### src/rtl/rstseq_pkg.sv
package rstseq_pkg;
  localparam int CAUSE_W   = 3;
  localparam int CAUSE_POR = 0;
  localparam int CAUSE_PIN = 1;
  localparam int CAUSE_BOR = 2;
  localparam int REG_W     = 4;

  // terminal value of the settle counter for a given settle length
  function automatic int settle_last(input int cycles);
    return (cycles > 0) ? cycles - 1 : 0;
  endfunction

  // sticky flag update: set wins over write-one-to-clear
  function automatic logic [CAUSE_W-1:0] cause_next(
    input logic [CAUSE_W-1:0] cur,
    input logic [CAUSE_W-1:0] set,
    input logic [CAUSE_W-1:0] clr);
    return (cur & ~clr) | set;
  endfunction
endpackage

### src/rtl/rstseq_sync.sv
module rstseq_sync #(
  parameter int   STAGES  = 2,
  parameter logic RST_VAL = 1'b0
) (
  input  logic clk,
  input  logic arst,
  input  logic d,
  output logic q
);
  logic [STAGES-1:0] chain;

  always_ff @(posedge clk or posedge arst) begin
    if (arst) chain <= {STAGES{RST_VAL}};
    else      chain <= {chain[STAGES-2:0], d};
  end

  assign q = chain[STAGES-1];
endmodule

### src/rtl/rstseq_count.sv
module rstseq_count
  import rstseq_pkg::*;
#(
  parameter int SETTLE_CYCLES = 750000
) (
  input  logic clk,
  input  logic por_req,
  input  logic any_req,
  output logic sys_rst,
  output logic settle_done
);
  localparam int CNT_W = (SETTLE_CYCLES > 1) ? $clog2(SETTLE_CYCLES) : 1;
  localparam logic [CNT_W-1:0] LAST = CNT_W'(settle_last(SETTLE_CYCLES));

  logic [CNT_W-1:0] cnt;

  assign settle_done = sys_rst && !any_req && (cnt == LAST);

  always_ff @(posedge clk or posedge por_req) begin
    if (por_req) begin
      sys_rst <= 1'b1;
      cnt     <= '0;
    end else if (any_req) begin
      sys_rst <= 1'b1;
      cnt     <= '0;
    end else if (settle_done) begin
      sys_rst <= 1'b0;
      cnt     <= '0;
    end else if (sys_rst) begin
      cnt     <= cnt + 1'b1;
    end
  end
endmodule

### src/rtl/rstseq_regs.sv
module rstseq_regs
  import rstseq_pkg::*;
(
  input  logic               clk,
  input  logic               por_req,
  input  logic               reg_wr,
  input  logic               reg_addr,
  input  logic [REG_W-1:0]   reg_wdata,
  input  logic               pin_rise,
  input  logic               bor_fire,
  output logic               bor_en,
  output logic [CAUSE_W-1:0] cause,
  output logic [REG_W-1:0]   reg_rdata
);
  logic [CAUSE_W-1:0] set_v, clr_v;

  always_comb begin
    set_v            = '0;
    set_v[CAUSE_PIN] = pin_rise;
    set_v[CAUSE_BOR] = bor_fire;
    clr_v = (reg_wr && reg_addr) ? reg_wdata[CAUSE_W-1:0] : '0;
  end

  always_ff @(posedge clk or posedge por_req) begin
    if (por_req) begin
      bor_en <= 1'b0;
      cause  <= CAUSE_W'(1) << CAUSE_POR;
    end else begin
      if (bor_fire)                 bor_en <= 1'b0;
      else if (reg_wr && !reg_addr) bor_en <= reg_wdata[0];
      cause <= cause_next(cause, set_v, clr_v);
    end
  end

  always_comb begin
    if (reg_addr) reg_rdata = {{(REG_W-CAUSE_W){1'b0}}, cause};
    else          reg_rdata = {{(REG_W-1){1'b0}}, bor_en};
  end
endmodule

### src/rtl/rstseq_ctrl.sv
module rstseq_ctrl
  import rstseq_pkg::*;
#(
  parameter int SETTLE_CYCLES = 750000,
  parameter int SYNC_STAGES   = 2
) (
  input  logic             clk,
  input  logic             por_req,
  input  logic             ext_rst_n,
  input  logic             brownout_det,
  input  logic             reg_wr,
  input  logic             reg_addr,
  input  logic [REG_W-1:0] reg_wdata,
  output logic [REG_W-1:0] reg_rdata,
  output logic             sys_rst,
  output logic             dbg_rst
);
  logic pin_arst, pin_ok, pin_req, pin_req_q, pin_rise;
  logic bod_s, bor_en, bor_req, bor_fire, any_req, settle_done;
  logic por_phase;
  logic [CAUSE_W-1:0] cause;

  assign pin_arst = por_req | ~ext_rst_n;

  rstseq_sync #(.STAGES(SYNC_STAGES), .RST_VAL(1'b0)) u_pin_sync (
    .clk(clk), .arst(pin_arst), .d(1'b1), .q(pin_ok));

  rstseq_sync #(.STAGES(SYNC_STAGES), .RST_VAL(1'b0)) u_bod_sync (
    .clk(clk), .arst(por_req), .d(brownout_det), .q(bod_s));

  assign pin_req  = ~pin_ok;
  assign bor_req  = bod_s & bor_en;
  assign bor_fire = bor_req;
  assign any_req  = pin_req | bor_req;
  assign pin_rise = pin_req & ~pin_req_q;

  always_ff @(posedge clk or posedge por_req) begin
    if (por_req) begin
      pin_req_q <= 1'b1;
      por_phase <= 1'b1;
    end else begin
      pin_req_q <= pin_req;
      if (settle_done) por_phase <= 1'b0;
    end
  end

  rstseq_count #(.SETTLE_CYCLES(SETTLE_CYCLES)) u_count (
    .clk(clk), .por_req(por_req), .any_req(any_req),
    .sys_rst(sys_rst), .settle_done(settle_done));

  rstseq_regs u_regs (
    .clk(clk), .por_req(por_req), .reg_wr(reg_wr), .reg_addr(reg_addr),
    .reg_wdata(reg_wdata), .pin_rise(pin_rise), .bor_fire(bor_fire),
    .bor_en(bor_en), .cause(cause), .reg_rdata(reg_rdata));

  assign dbg_rst = por_phase;
endmodule

### config.mk
export PLATFORM = sky130hd
export DESIGN_NAME = rstseq_ctrl
export DESIGN_NICKNAME = d
export VERILOG_FILES = /design/src/rtl/rstseq_pkg.sv /design/src/rtl/rstseq_sync.sv /design/src/rtl/rstseq_count.sv /design/src/rtl/rstseq_regs.sv /design/src/rtl/rstseq_ctrl.sv
export SDC_FILE = /design/constraint.sdc
export NUM_CORES = 1
export LEC_CHECK = 0
export ABC_AREA = 1
export BUFFER_PORTS_ARGS = -buffer_cell sky130_fd_sc_hd__buf_2
export CELL_PAD_IN_SITES_DETAIL_PLACEMENT = 1
export CELL_PAD_IN_SITES_GLOBAL_PLACEMENT = 1
export CORE_MARGIN = 1
export CORE_UTILIZATION = 43
export DETAILED_ROUTE_END_ITERATION = 6
export HOLD_SLACK_MARGIN = 0.12
export PLACE_DENSITY = 0.87
export SYNTH_ARGS = -nofsm -noshare
export SYNTH_HDL_FRONTEND = slang
export SYNTH_SLANG_ARGS = --single-unit
export TNS_END_PERCENT = 10
### constraint.sdc
create_clock -name clk -period 1.9 [get_ports clk]
set_clock_uncertainty 0.1 [all_clocks]
set_input_delay 0.19 -clock clk [delete_from_list [all_inputs] [get_ports clk]]
set_output_delay 0.19 -clock clk [all_outputs]
set_load 0.01 [all_outputs]
==> key figures <==
Synthesis
  – Simple-Gate Fraction of Synth Area: 36.30%
  – Yosys warns: 0
  – Synth cell types: 26
  – Avg Cell Area, Syn: 7.719 µm²
  – XOR/XNOR Fraction of Synth Area: 3.729%
  – Synth top area share: 41.10%
  – Mux share of post-synthesis cell area: 0%
  – Synth Area in Adders: 0.7610%
  – Largest family of logic cells by synthesized area: simple AND/OR/NAND/NOR gates
  – Syn Std Cell Area: 0.001644 mm²
  – Cells after Synth: 213
  – Synth Area in Compound Gates: 3.729%
  – Synth area leaders: dfrtp_1 41%, nand2_1 10%, nor2_1 8.9%, dfstp_2 6.4%, inv_1 6.2%
  – Post-synth top area cell: dfrtp_1
  – Sequential area share after synthesis: 47.49%
  – Register bit total from synthesis: 31
  – Synthesized Nets: 224

Critical path
  – Worst Setup Start Kind: flop
  – Worst Path Required: 1.97 ns
  – Cell breakdown of the critical path: ha_1 > nand3_1 > nor2_2 > nand3_1 > o21ai_1 > buf_4 > nor3_1
  – Stages on the worst setup path: 7
  – FF-to-FF setup slack: 0.15 ns
  – Worst path max stage delay: 0.39 ns
  – Cell mode on critical path: nand3_1
  – Crit path buffers/inverters: 1
  – WS Path Type: reg -> reg
  – CP max-delay cell: dfrtp_1
  – Crit. End Element: flop
  – Worst R2R Path Depth: 7
  – Critical path peak fanout: 11
  – Kind of cell adding the most delay to the critical path: simple AND/OR/NAND/NOR gates
  – Worst EP arrival: 1.82 ns

Floorplan
  – Num ports: 16
  – Die ar.: 0.004075 mm²
  – Core area: 0.003661 mm²
  – Initial core utilization: 44.91%
  – Die width: 63.84 µm
  – Die Y-Extent: 63.84 µm
  – Num rows: 22

Detailed routing
  – Post-route DRC: 0
  – Initial DRT Pass Iterations: 4
  – Antenna viol nets, final: 0
  – Avg WL per Cell: 15.80 µm
  – Total Wirelength: 4613 µm
  – First DRT Iteration DRCs: 47
  – Vias post-DR: 1,543
  – Via density: 5.284

Global route
  – Initial antenna violation count: 0
  – Met2 GRT Util: 46.01%
  – Grt ovf: 0
  – First-pass GRT wire length: 7797 µm
  – GR peak layer: met2
  – GR Util met1: 30.66%
  – Largest net degree at the start of global routing: 30
  – Number of global-route vias before repair: 1,637
  – Total track usage: 26.17%
  – Met3 usage: 5.714%

Placed design
  – Routability Congestion: 0.8288
  – Detailed Place HPWL: 2840 µm
  – Dpl cells: 274
  – Port buffer count: 13

CTS
  – Clock tree from TritonCTS: built
  – Worst skew pair latency: 0.29 ns
  – CTS Buf Count: 5
  – CTS max path bufs: 2
  – Postcts setup bufs: 0
  – Clock Sinks: 31
  – Clk Tree Root Cell: clkbuf_8
  – H-tree depth: 2
  – Reg clk slew, reported paths: 0.07 ns

Cells and area
  – Commonest cells after routing, fill and taps aside: 44 x nand2_1, 37 x nor2_1, 27 x inv_1, 27 x dfrtp_1, 16 x nand3_1
  – Diodes inserted: 0
  – Commonest non-fill, non-tap cell in the layout: nand2_1
  – Post-route insts no fill: 292
  – Ratio of cells with drive above 1 in the final layout: 16.39%
  – Area Overhead vs Synth: 21.69%
  – Layout Nets: 254

Pwr
  – Cell Pwr Density: 756.9 mW/mm²
  – Peak supply drop: 0.4850 mV
  – P_leak: 0.8893 nW

Flow run
  – Max cap viols: 0

STA
  – Fin crit share: 91.98%
  – Total Neg Setup Slack: 0 ns
  – Endpoints failing setup: 0
  – Unrepaired setup endpoints after global routing: no
  – Fin crit period: 1.748 ns
  – Highest clock rate: 572.2 MHz
  – Final hold vios: 0
  – Slew Limit Fails: 0

Min path
  – HP Class: in -> reg
  – Worst Hold Depth: 4

Status
  – Status: complete, no violations
[layer usage]
metal / routed length, µm / vias up
li1: - / 729
met1: 1937 / 779
met2: 2471 / 27
met3: 135 / 8
met4: 69 / 0
met5: 0 / -
[tightest hold or removal path, delay by kind of cell]
family,cells,cell delay (ns)
AO/OA/AOI/OAI,1,0.06
buffers and inverters,2,0.22
AND/OR/NAND/NOR,1,0.07
[cells in the mapped netlist]
cell / n
xnor2_1: 2
o21ai_1: 1
nand4_1: 7
nor4_1: 1
xor2_1: 5
a21oi_1: 5
a31oi_1: 1
nand3_1: 16
dfrtp_1: 27
dfstp_2: 4
nand3b_1: 2
nand2_2: 1
nor2_2: 2
nand2_4: 1
inv_1: 27
nor3_1: 11
ha_1: 1
nor2_4: 4
nand2_1: 44
inv_2: 1
nor2_1: 39
clkbuf_1: 1
buf_4: 2
o21ai_0: 5
conb_1: 2
nand3_2: 1
[power breakdown]
part	switching, mW	leakage (nW)	internal (mW)	total [mW]
logic	0.0796	0.428	0.0507	0.130
clock network	0.261	0.0612	0.424	0.685
registers	0.0145	0.401	0.685	0.699
total	0.355	0.889	1.16	1.51
[kinds of logic after synthesis]
kind of cell	count (synthesis)
XOR/XNOR	7
flip-flops	31
buffers and inverters	31
AO/OA/AOI/OAI	12
other	2
AND/OR/NAND/NOR	129
adder cells (fa/ha/maj)	1
[registers in the layout, indices dropped and copies added (netlist names)]
register / count
u_count.sys_rst: 1
dbg_rst: 1
u_regs.cause: 3
pin_req_q: 1
u_regs.bor_en: 1
u_pin_sync.chain: 2
u_bod_sync.chain: 2
u_count.cnt: 20
[cell type report]
class	count	area [µm²]
clock inverter	2	35.03
tap	48	60.06
multi-input combinational	151	749.5
timing repair buffer	26	187.7
fill	459	1660
clock buffer	6	82.58
sequential	31	780.7
inverter	28	105.1
[metrics by stage]
stage	util [%]	setup slack (ns)	hold slack [ns]	power (mW)	cell area, µm²
finish	54.65	0.1524	0.1989	1.514	2001
global route	54.65	0.006530	0.2122	1.576	2001
CTS	54.37	0.1768	0.1972	1.521	1991
detailed placement	48.43	0.2013	0.01907	0.8223	1773
global placement	48.43	0.2442	-0.007618	0.8148	1773
floorplan	-	0.4386	-0.1130	0.7800	1644
[worst paths after layout]
kind,from,endpoint
min reg2reg,u_bod_sync.chain[0],u_bod_sync.chain[1]
min,reg_addr,u_regs.bor_en
min in group asynchronous,por_req,u_bod_sync.chain[0]
max in group asynchronous,por_req,u_pin_sync.chain[0]
max,u_count.cnt[0],u_count.cnt[5]
max reg2reg,u_count.cnt[0],u_count.cnt[5]
[timing repair]
item | in CTS | in global routing
endpoints found under the setup margin | 0 | 6
hold buffers | 10 | 0
hold endpoints to repair | 32 | 0
gates resized for setup | 0 | 3
Power figures use the tool's default switching activity.
